--- config.mk ---
export PLATFORM = sky130hd
export DESIGN_NAME = eye_cal_top
export DESIGN_NICKNAME = d
export VERILOG_FILES = /design/src/rtl/eye_cal_pkg.sv /design/src/rtl/eye_dwell_seq.sv /design/src/rtl/eye_prbs_chk.sv /design/src/rtl/eye_win_track.sv /design/src/rtl/eye_cal_top.sv
export SDC_FILE = /design/constraint.sdc
export NUM_CORES = 1
export LEC_CHECK = 0
export ABC_AREA = 1
export BUFFER_PORTS_ARGS = -buffer_cell sky130_fd_sc_hd__buf_2
export CAP_MARGIN = 5
export CORE_UTILIZATION = 45
export DETAILED_ROUTE_END_ITERATION = 8
export PLACE_DENSITY = 0.62
export SYNTH_ARGS = -nofsm -noshare
export SYNTH_HDL_FRONTEND = slang
export SYNTH_SLANG_ARGS = --single-unit
--- constraint.sdc ---
create_clock -name clk -period 5 [get_ports clk]
set_clock_uncertainty 0.2 [all_clocks]
set_input_delay 0.5 -clock clk [delete_from_list [all_inputs] [get_ports clk]]
set_output_delay 0.5 -clock clk [all_outputs]
set_load 0.005 [all_outputs]
--- src/rtl/eye_cal_pkg.sv ---
package eye_cal_pkg;

    localparam int CODE_W     = 6;
    localparam int LEN_W      = CODE_W + 1;
    localparam int PRBS_W     = 7;
    localparam int SETTLE_CYC = 8;

    typedef logic [CODE_W-1:0] code_t;
    typedef logic [LEN_W-1:0]  len_t;

    typedef enum logic [1:0] {
        PH_SETTLE,
        PH_SEED,
        PH_CHECK
    } phase_e;

    typedef enum logic {
        ST_IDLE,
        ST_SWEEP
    } cal_state_e;

    // A run of passing codes: lowest code and number of codes in it.
    typedef struct packed {
        code_t left;
        len_t  len;
    } window_t;

    // Next PRBS7 bit (x^7 + x^6 + 1); bit 6 is the oldest bit held.
    function automatic logic prbs7_feedback(input logic [PRBS_W-1:0] s);
        return s[6] ^ s[5];
    endfunction

    // Centre of a run: (first + last) >> 1, computed one bit wider.
    function automatic code_t eye_center(input window_t w);
        len_t last_ext;
        len_t sum_ext;
        last_ext = len_t'({1'b0, w.left}) + w.len - len_t'(1);
        sum_ext  = len_t'({1'b0, w.left}) + last_ext;
        return code_t'(sum_ext >> 1);
    endfunction

endpackage

--- src/rtl/eye_dwell_seq.sv ---
module eye_dwell_seq
    import eye_cal_pkg::*;
#(
    parameter int DWELL = 128
) (
    input  logic   clk,
    input  logic   rst,
    input  logic   restart,
    input  logic   run,
    output phase_e phase,
    output logic   code_end
);

    localparam int CNT_W = $clog2(DWELL + SETTLE_CYC + PRBS_W + 1);

    logic [CNT_W-1:0] cnt_q;
    phase_e           phase_q;

    always_ff @(posedge clk) begin
        if (rst || restart) begin
            phase_q <= PH_SETTLE;
            cnt_q   <= '0;
        end else if (run) begin
            case (phase_q)
                PH_SETTLE: begin
                    if (cnt_q == CNT_W'(SETTLE_CYC - 1)) begin
                        phase_q <= PH_SEED;
                        cnt_q   <= '0;
                    end else begin
                        cnt_q <= cnt_q + 1'b1;
                    end
                end
                PH_SEED: begin
                    if (cnt_q == CNT_W'(PRBS_W - 1)) begin
                        phase_q <= PH_CHECK;
                        cnt_q   <= '0;
                    end else begin
                        cnt_q <= cnt_q + 1'b1;
                    end
                end
                default: begin
                    if (cnt_q == CNT_W'(DWELL - 1)) begin
                        phase_q <= PH_SETTLE;
                        cnt_q   <= '0;
                    end else begin
                        cnt_q <= cnt_q + 1'b1;
                    end
                end
            endcase
        end
    end

    assign phase    = phase_q;
    assign code_end = run && (phase_q == PH_CHECK) && (cnt_q == CNT_W'(DWELL - 1));

endmodule

--- src/rtl/eye_prbs_chk.sv ---
module eye_prbs_chk
    import eye_cal_pkg::*;
(
    input  logic   clk,
    input  logic   rst,
    input  logic   run,
    input  phase_e phase,
    input  logic   rx_bit,
    output logic   code_pass
);

    logic [PRBS_W-1:0] gen_q;
    logic              err_q;
    logic              predicted;
    logic              mismatch;

    assign predicted = prbs7_feedback(gen_q);
    assign mismatch  = run && (phase == PH_CHECK) && (predicted != rx_bit);

    always_ff @(posedge clk) begin
        if (rst) begin
            gen_q <= '0;
            err_q <= 1'b0;
        end else if (run) begin
            case (phase)
                PH_SETTLE: err_q <= 1'b0;
                PH_SEED:   gen_q <= {gen_q[PRBS_W-2:0], rx_bit};
                default: begin
                    gen_q <= {gen_q[PRBS_W-2:0], predicted};
                    err_q <= err_q | mismatch;
                end
            endcase
        end
    end

    // Valid in the last check cycle: includes that cycle's comparison.
    assign code_pass = !err_q && !mismatch;

endmodule

--- src/rtl/eye_win_track.sv ---
module eye_win_track
    import eye_cal_pkg::*;
(
    input  logic    clk,
    input  logic    rst,
    input  logic    clear,
    input  logic    step,
    input  logic    pass,
    input  code_t   code,
    output window_t best_nxt
);

    window_t run_q;
    window_t best_q;
    window_t run_upd;

    always_comb begin
        run_upd  = run_q;
        best_nxt = best_q;
        if (step) begin
            if (pass) begin
                run_upd.left = (run_q.len == '0) ? code : run_q.left;
                run_upd.len  = run_q.len + 1'b1;
                if (run_upd.len > best_q.len) begin
                    best_nxt = run_upd;
                end
            end else begin
                run_upd.len = '0;
            end
        end
    end

    always_ff @(posedge clk) begin
        if (rst || clear) begin
            run_q  <= '0;
            best_q <= '0;
        end else begin
            run_q  <= run_upd;
            best_q <= best_nxt;
        end
    end

endmodule

--- src/rtl/eye_cal_top.sv ---
module eye_cal_top
    import eye_cal_pkg::*;
#(
    parameter int DWELL = 128
) (
    input  logic              clk,
    input  logic              rst,
    input  logic              start_i,
    input  logic              rx_bit_i,
    output logic [CODE_W-1:0] delay_code_o,
    output logic              done_o,
    output logic              fail_o,
    output logic              lock_o
);

    cal_state_e state_q;
    code_t      code_q;
    logic       done_q;
    logic       fail_q;
    logic       lock_q;

    logic       sweep_active;
    logic       start_go;
    phase_e     phase;
    logic       code_end;
    logic       code_pass;
    window_t    best_nxt;
    logic       last_code;

    assign sweep_active = (state_q == ST_SWEEP);
    assign start_go     = start_i && (state_q == ST_IDLE);
    assign last_code    = &code_q;

    eye_dwell_seq #(.DWELL(DWELL)) u_seq (
        .clk      (clk),
        .rst      (rst),
        .restart  (start_go),
        .run      (sweep_active),
        .phase    (phase),
        .code_end (code_end)
    );

    eye_prbs_chk u_chk (
        .clk       (clk),
        .rst       (rst),
        .run       (sweep_active),
        .phase     (phase),
        .rx_bit    (rx_bit_i),
        .code_pass (code_pass)
    );

    eye_win_track u_trk (
        .clk      (clk),
        .rst      (rst),
        .clear    (start_go),
        .step     (code_end),
        .pass     (code_pass),
        .code     (code_q),
        .best_nxt (best_nxt)
    );

    always_ff @(posedge clk) begin
        if (rst) begin
            state_q <= ST_IDLE;
            code_q  <= '0;
            done_q  <= 1'b0;
            fail_q  <= 1'b0;
            lock_q  <= 1'b0;
        end else begin
            done_q <= 1'b0;
            fail_q <= 1'b0;
            case (state_q)
                ST_IDLE: begin
                    if (start_go) begin
                        state_q <= ST_SWEEP;
                        code_q  <= '0;
                        lock_q  <= 1'b0;
                    end
                end
                default: begin
                    if (code_end) begin
                        if (!last_code) begin
                            code_q <= code_q + 1'b1;
                        end else begin
                            state_q <= ST_IDLE;
                            if (best_nxt.len == '0) begin
                                code_q <= '0;
                                fail_q <= 1'b1;
                            end else begin
                                code_q <= eye_center(best_nxt);
                                done_q <= 1'b1;
                                lock_q <= 1'b1;
                            end
                        end
                    end
                end
            endcase
        end
    end

    assign delay_code_o = code_q;
    assign done_o       = done_q;
    assign fail_o       = fail_q;
    assign lock_o       = lock_q;

endmodule

==> results.md, run 1 <==
- CP Launch Type: register
- Final cell utilization of the core: between 50% and 60%
- Overall die height: roughly 86 um
- Post-route ant nets: 0
- Shortest clock period the worst path allows after layout: 4.50 ns
- Total grt overflow: 0
- Number of levels in the clock H-tree: 2
- DIE AREA: 7350 sq um
- Mean cell area of the mapped netlist: 6.98 sq um
- Die Span X: around 86 um
- Final net count: ~500
- Cell accounting for the most synthesized area: sky130_fd_sc_hd__dfxtp_1
- Area of the multi-input gates: approximately 1800 sq um
- Cell at the root of the clock tree: sky130_fd_sc_hd__clkbuf_8
- Post-route DRC violation count: 0
- Most instantiated library cell after synthesis: sky130_fd_sc_hd__nand2_1
- Maximum root-to-sink buffer count: 2
- Antenna diode instance count: 0
- Global-route total usage across every layer: between 10% and 20%
- Final setup viols: 0
- Xor/xnor share of the synthesized area: about 3.8%
- Measured slew at the worst slew-check pin: 0.464 ns
- Distinct cell type count of the synthesized netlist: 37
- Tightest Hold Check Type: register to register
- Area of all sequential standard cells: 1080 sq um
- CTS tree: done
- Worst Setup End Kind: register
- Count of endpoints failing hold in the final timing report: 0
- Mean number of vias per cell: 4.85
- Maximum number of pins on one net before global-route repair: 28
- Setup TNS: 0 ns
- Core Area: 6790 sq um
- Number of enable flip-flop cells after synthesis: 0
- Flop and latch count out of synthesis: 54
- Post-Synthesis Cells: 452
- Num rows: 30
- Via Count: 2,721
- Combinational family with the most area after synthesis: simple AND/OR/NAND/NOR gates
- DR pass1 iterations: 4
- Number of synthesis warnings: 0
- Setup repair after global routing missed its margin: false
- Max-slew violation count: 0
- Cell type group with the largest total delay on the critical path: simple AND/OR/NAND/NOR gates
- Initial cell density of the core: a little under half
- Routability Congestion: 0.856
- Number of buffers inserted by port buffering: 12
- Post-synthesis net count: between 400 and 500
- Reported max-cap violation count: 0
- Wire length of the first global-routing pass: 11,600 um
- Leak Pwr: 1.42 nW
- Seq/Total Area, Yosys: 34.3%
- Sum of internal, switching and leakage power: 0.000714 W
- Largest fanout on the critical path: 15
- Clock Sinks: 54
- Top cells by area in the synthesized netlist: sky130_fd_sc_hd__dfxtp_1, sky130_fd_sc_hd__nand2_1, sky130_fd_sc_hd__ha_1
- Most frequent cell on the critical path: sky130_fd_sc_hd__nand2_1
- Drt total wl: approximately 6700 um
- Primary FF master, synth: sky130_fd_sc_hd__dfxtp_1
- # Post-CTS Setup Buffers: 0
- Adder-cell share of the synthesized area: 9.36%
- Worst slew margin: 69.0%
- Number of antenna violations at the first check in global routing: 0
- Clock latency on the worst-skew pair: around 0.30 ns
- Maximum clock rate: 0.222 GHz
- Filler cells: 680
- Largest voltage drop on the vdd net: 108 uV
- CTS Hold Bufs: 0
- I/O pins: 13
- Commonest cells in the netlist: sky130_fd_sc_hd__nand2_1, sky130_fd_sc_hd__inv_1, sky130_fd_sc_hd__dfxtp_1
- Number of global-route vias before repair: 2,503
- Reg clk slew, reported paths: 0.10 ns
- Critical path data arrival time: 4.50 ns
- Proportion of netlist area held by the largest area contributor: 34.3%
- Required time at the endpoint of the critical path: 4.99 ns
- Share of cells above drive strength 1: 9.46%
- Period utilization: roughly 90%
- Area share of and/or/nand/nor cells after synthesis: 30.0%
- Proportion of register bits with asynchronous set or reset after synthesis: 0%
- Cell area after technology mapping: around 3200 sq um
- CP max stage cell: sky130_fd_sc_hd__dfxtp_1
- Post-detail-place hpwl: between 5000 and 6000 um
- Average routed wire per standard cell: 11.9 um
- Area growth from synthesis to final layout: 7.65%
- Run status: complete, no violations
- Share of the synthesized area in compound gates (AO/OA/AOI/OAI): about an eighth
- Number of cells upsized or downsized after cts: 0
- Largest stage delay on the critical path: ~0.40 ns
- WP buf/inv: 3
- Type of the worst setup path: register to register
- Power density over the cells: 210 nW/um^2
- Number of buffers added by the clock tree synthesis step: 5
- DRC violation total after the first TritonRoute iteration: 168
- Mux contribution to synthesized area: 0%
path summary, 6_finish.rpt:
path | end | slack, ns | startpoint | cells after the start
worst min-delay path | lock_o | 0.25 | lock_o | 2
worst max-delay path | delay_code_o[5] | 0.50 | u_trk.run_q[1] | 30
worst max register to register | delay_code_o[5] | 0.50 | u_trk.run_q[1] | 30
worst min register to register | lock_o | 0.25 | lock_o | 2
state kept, by name (all words and copies together) (netlist names):
register,count
delay_code_o,6
done_o,1
fail_o,1
lock_o,1
state_q,1
u_chk.err_q,1
u_chk.gen_q,7
u_seq.cnt_q,8
u_seq.phase,2
u_trk.best_q,13
u_trk.run_q,13
per-stage QoR:
stage / worst slack [ns] / cell area, sq um / cells / hold slack [ns]
floorplan: 0.742 / 3160 / 452 / 0.225
global placement: 0.674 / 3310 / 553 / 0.234
detailed placement: 0.548 / 3310 / 553 / 0.239
CTS: 0.511 / 3400 / 561 / 0.256
global route: 0.0493 / 3400 / 561 / 0.268
finish: 0.497 / 3400 / 561 / 0.250
cells in the final DEF (no fill, tap or decap), types with 3 or more instances in the layout:
| cell type | instances |
|---|---|
| sky130_fd_sc_hd__clkbuf_8 | 6 |
| sky130_fd_sc_hd__ha_1 | 22 |
| sky130_fd_sc_hd__nand2_1 | 107 |
| sky130_fd_sc_hd__a21oi_1 | 36 |
| sky130_fd_sc_hd__nand2_2 | 7 |
| sky130_fd_sc_hd__inv_1 | 68 |
| sky130_fd_sc_hd__nor2_1 | 44 |
| sky130_fd_sc_hd__xnor2_1 | 5 |
| sky130_fd_sc_hd__xor2_1 | 7 |
| sky130_fd_sc_hd__a211oi_1 | 3 |
| sky130_fd_sc_hd__buf_2 | 12 |
| sky130_fd_sc_hd__nor2_4 | 4 |
| sky130_fd_sc_hd__nor3_1 | 5 |
| sky130_fd_sc_hd__o21ai_1 | 3 |
| sky130_fd_sc_hd__dfxtp_1 | 54 |
| sky130_fd_sc_hd__nand3_1 | 28 |
| sky130_fd_sc_hd__o21ai_0 | 24 |
metal layers:
layer / part of all wire [%] / global-route usage, %
met3: 3.3 / 2.31
met2: 46 / 33.0
met5: 0 / 0
met4: 0.46 / 4.70
met1: 50 / 26.9
tightest hold or removal path: stages, from the launching register on:
cell and delay (ns):
sky130_fd_sc_hd__dfxtp_1 0.32, sky130_fd_sc_hd__inv_1 0.04, sky130_fd_sc_hd__a21oi_1 0.05
layout make-up:
class                           instances  share of cell area (%)
Clock inverter                          1                   0.147
Tap cell                               96                    3.54
Timing Repair Buffer                   14                    2.21
Sequential cell                        54                    31.8
Inverter                               72                    7.96
Multi-Input combinational cell        317                    51.8
Clock buffer                            7                    2.54
where the power goes:
group / switching, W / total, W / internal (W) / leakage, nW
combinational: 0.0000183 / 0.0000255 / 0.00000713 / 0.933
clock: 0.000141 / 0.000253 / 0.000112 / 0.0482
sequential: 0.00000395 / 0.000436 / 0.000432 / 0.435
kinds of logic (layout without fill, tap and decap cells):
logic type               count (synthesis)  count (layout)
AND/OR/NAND/NOR                        208             208
buffers and inverters                   81              94
AO/OA/AOI/OAI                           73              73
flip-flops                              54              54
adder cells (fa/ha/maj)                 23              23
XOR/XNOR                                13              13
Power figures use the tool's default switching activity.
==> run 2: changes to the inputs <==
CTS_BUF_LIST = sky130_fd_sc_hd__clkbuf_4   (was not set)
SLEW_MARGIN = 20   (was not set)
==> run 2 against run 1 <==
Compared with the run above:
- die area unchanged
- final cell count stayed put
- sequential share of layout area rose by 0.36 points
- register-to-register slack lost 0.02 ns
- clock-buffer cell count fell by 1
- setup slack lost 0.016 ns
- sequential power about the same
- utilization is 0.55 points lower
==> results.md, run 2 (synthesis results as in run 1) <==
- Internal cell power: 0.000498 W (was 0.000551 W)
- Number of global-route vias before repair: 2,494 (was 2,503)
- Largest fanout on the critical path: 15 (unchanged)
- Register-to-register setup slack: 0.48 ns (was 0.50 ns)
- Shortest clock period the worst path allows after layout: 4.52 ns (was 4.50 ns)
- Largest stage delay on the critical path: 0.41 ns (was 0.40 ns)
- Setup TNS: 0 ns (unchanged)
- Part of the power in the clock network: 29.6% (was 35.5%)
- Leading cell type in the layout, fill and taps excluded: sky130_fd_sc_hd__nand2_1 (unchanged)
- Post-route ant nets: 0 (unchanged)
- CTS Hold Bufs: 0 (unchanged)
- Mean number of vias per cell: 4.84 (was 4.85)
- Post-route setup slack: 0.481 ns (was 0.497 ns)
- Hold Crit Start: rst (was lock_o)
- Maximum clock rate: 0.221 GHz (was 0.222 GHz)
- Overall die height: 85.7 um (unchanged)
- Post-route DRC violation count: 0 (unchanged)
- Worst Setup Slack post-DPL: 0.548 ns (unchanged)
- WP buf/inv: 3 (unchanged)
- Share of cells above drive strength 1: 9.46% (unchanged)
- Number of buffers inserted by port buffering: 12 (unchanged)
- Clock Sinks: 54 (unchanged)
- Total grt overflow: 0 (unchanged)
- Leak Pwr: 1.40 nW (was 1.42 nW)
- Maximum number of pins on one net before global-route repair: 28 (unchanged)
- Final net count: 491 (unchanged)
- Number of levels in the clock H-tree: 2 (unchanged)
- Post-detail-place hpwl: 5090 um (unchanged)
- Average routed wire per standard cell: 11.9 um (about the same)
- Type of the worst setup path: register to register (unchanged)
- Final cell utilization of the core: 49.4% (was 50.0%)
- Antenna diode instance count: 0 (unchanged)
- Reg clk slew, reported paths: 0.16 ns (was 0.10 ns)
- Power density over the cells: 195 nW/um^2 (was 210 nW/um^2)
- Period utilization: 90.4% (was 90.1%)
- Drt total wl: 6670 um (about the same)
- Number of buffers added by the clock tree synthesis step: 5 (unchanged)
- Routability Congestion: 0.856 (unchanged)
- Global-route total usage across every layer: 19.7% (was 19.6%)
- Area growth from synthesis to final layout: 6.46% (was 7.65%)
- Num rows: 30 (unchanged)
- Final setup viols: 0 (unchanged)
- Initial cell density of the core: 46.4% (unchanged)
- I/O pins: 13 (unchanged)
- NetSw: 0.000157 W (was 0.000163 W)
- Worst Reg-to-Reg Cells: 30 (unchanged)
- Tightest Hold Check Type: primary input to register (was register to register)
- Count of cells along the worst hold path: 2 (unchanged)
- Number of antenna violations at the first check in global routing: 0 (unchanged)
- Critical path data arrival time: 4.59 ns (was 4.50 ns)
- CTS tree: done (unchanged)
- Fraction of power consumed by sequential logic: 66.5% (was 61.0%)
- DRC violation total after the first TritonRoute iteration: 163 (was 168)
- DIE AREA: 7350 sq um (unchanged)
- Worst slew margin: 69.3% (was 69.0%)
- Crit path depth: 30 (unchanged)
- CP Launch Type: register (unchanged)
- Sum of internal, switching and leakage power: 0.000656 W (was 0.000714 W)
- Run status: complete, no violations (unchanged)
- CP max stage cell: sky130_fd_sc_hd__dfxtp_1 (unchanged)
- Measured slew at the worst slew-check pin: 0.459 ns (was 0.464 ns)
- Count of endpoints failing hold in the final timing report: 0 (unchanged)
- Die Span X: 85.7 um (unchanged)
- Setup repair after global routing missed its margin: false (unchanged)
- Clock latency on the worst-skew pair: 0.36 ns (was 0.30 ns)
- Comb power frac: 3.9% (was 3.6%)
- Number of cells upsized or downsized after cts: 0 (unchanged)
- Via Count: 2,713 (was 2,721)
- Required time at the endpoint of the critical path: 5.07 ns (was 4.99 ns)
- Cell type group with the largest total delay on the critical path: simple AND/OR/NAND/NOR gates (unchanged)
- Maximum root-to-sink buffer count: 2 (unchanged)
- Critical register-to-register path startpoint: u_trk.run_q[1] (unchanged)
- Biggest registers after layout: u_trk.best_q (13), u_trk.run_q (13), u_seq.cnt_q (8) (unchanged)
- Reported max-cap violation count: 0 (unchanged)
- Switching share of power: 24.0% (was 22.9%)
- Capture point of the critical path: delay_code_o[5] (unchanged)
- Wire length of the first global-routing pass: 11,600 um (unchanged)
- # Post-CTS Setup Buffers: 0 (unchanged)
- Max-slew violation count: 0 (unchanged)
- DR pass1 iterations: 5 (was 4)
- Worst Setup End Kind: register (unchanged)
- Launching instance or port of the critical path: u_trk.run_q[1] (unchanged)
- FF-to-FF End: delay_code_o[5] (unchanged)
- Most frequent cell on the critical path: sky130_fd_sc_hd__nand2_1 (unchanged)
- Most frequent cells in the layout: sky130_fd_sc_hd__nand2_1, sky130_fd_sc_hd__inv_1, sky130_fd_sc_hd__dfxtp_1, sky130_fd_sc_hd__nor2_1, sky130_fd_sc_hd__a21oi_1 (unchanged)
- Cell at the root of the clock tree: sky130_fd_sc_hd__clkbuf_4 (was sky130_fd_sc_hd__clkbuf_8)
- Core Area: 6790 sq um (unchanged)
- Largest voltage drop on the vdd net: 102 uV (was 108 uV)
## run 2: changes by cell type in the layout (fill, tap and decap cells not counted)
| cell | previous run | this run |
|---|---|---|
| sky130_fd_sc_hd__clkbuf_8 | 6 | 0 |
| sky130_fd_sc_hd__clkbuf_4 | 0 | 6 |
| sky130_fd_sc_hd__clkbuf_1 | 1 | 0 |
| sky130_fd_sc_hd__clkinv_1 | 2 | 3 |
## run 2: layout make-up
type	instances	area [sq um]
inverter	72	270
clock inverter	2	8.76
multi-input combinational	317	1760
timing repair buffer	14	75.1
fill	678	3430
clock buffer	6	45.0
sequential	54	1080
tap	96	120
## run 2: through the flow
stage          cell area (sq um)  instances  hold slack, ns
2_1_floorplan               3160        452           0.225
4_1_cts                     3360        561           0.189
5_1_grt                     3360        561           0.176
3_3_place_gp                3310        553           0.234
3_5_place_dp                3310        553           0.239
6_report                    3360        561           0.207
## run 2: power groups by stage
stage	logic (W)	registers [W]	clock network, W
floorplan	0.0000209	0.000442	0
detailed placement	0.0000256	0.000445	0
global route	0.0000290	0.000437	0.000218
global placement	0.0000255	0.000445	0
finish	0.0000255	0.000436	0.000194
CTS	0.0000256	0.000436	0.000204
## run 2: how the worst min path moves through the flow
stage	to	slack [ns]
after floorplan	u_trk.run_q[12]	0.23
after CTS	delay_code_o[1]	0.19
after global routing	delay_code_o[5]	0.18
final	delay_code_o[5]	0.21
after detailed placement	lock_o	0.24
after global placement	u_trk.run_q[12]	0.23
## run 2: per-layer routing
metal	share of wire [%]	global-route usage, %	vias to the layer above
met5	0	0	-
met4	0.60	5.15	0
met3	3.3	2.89	2
met2	47	32.7	43
met1	49	26.9	1213
li1	-	-	1455
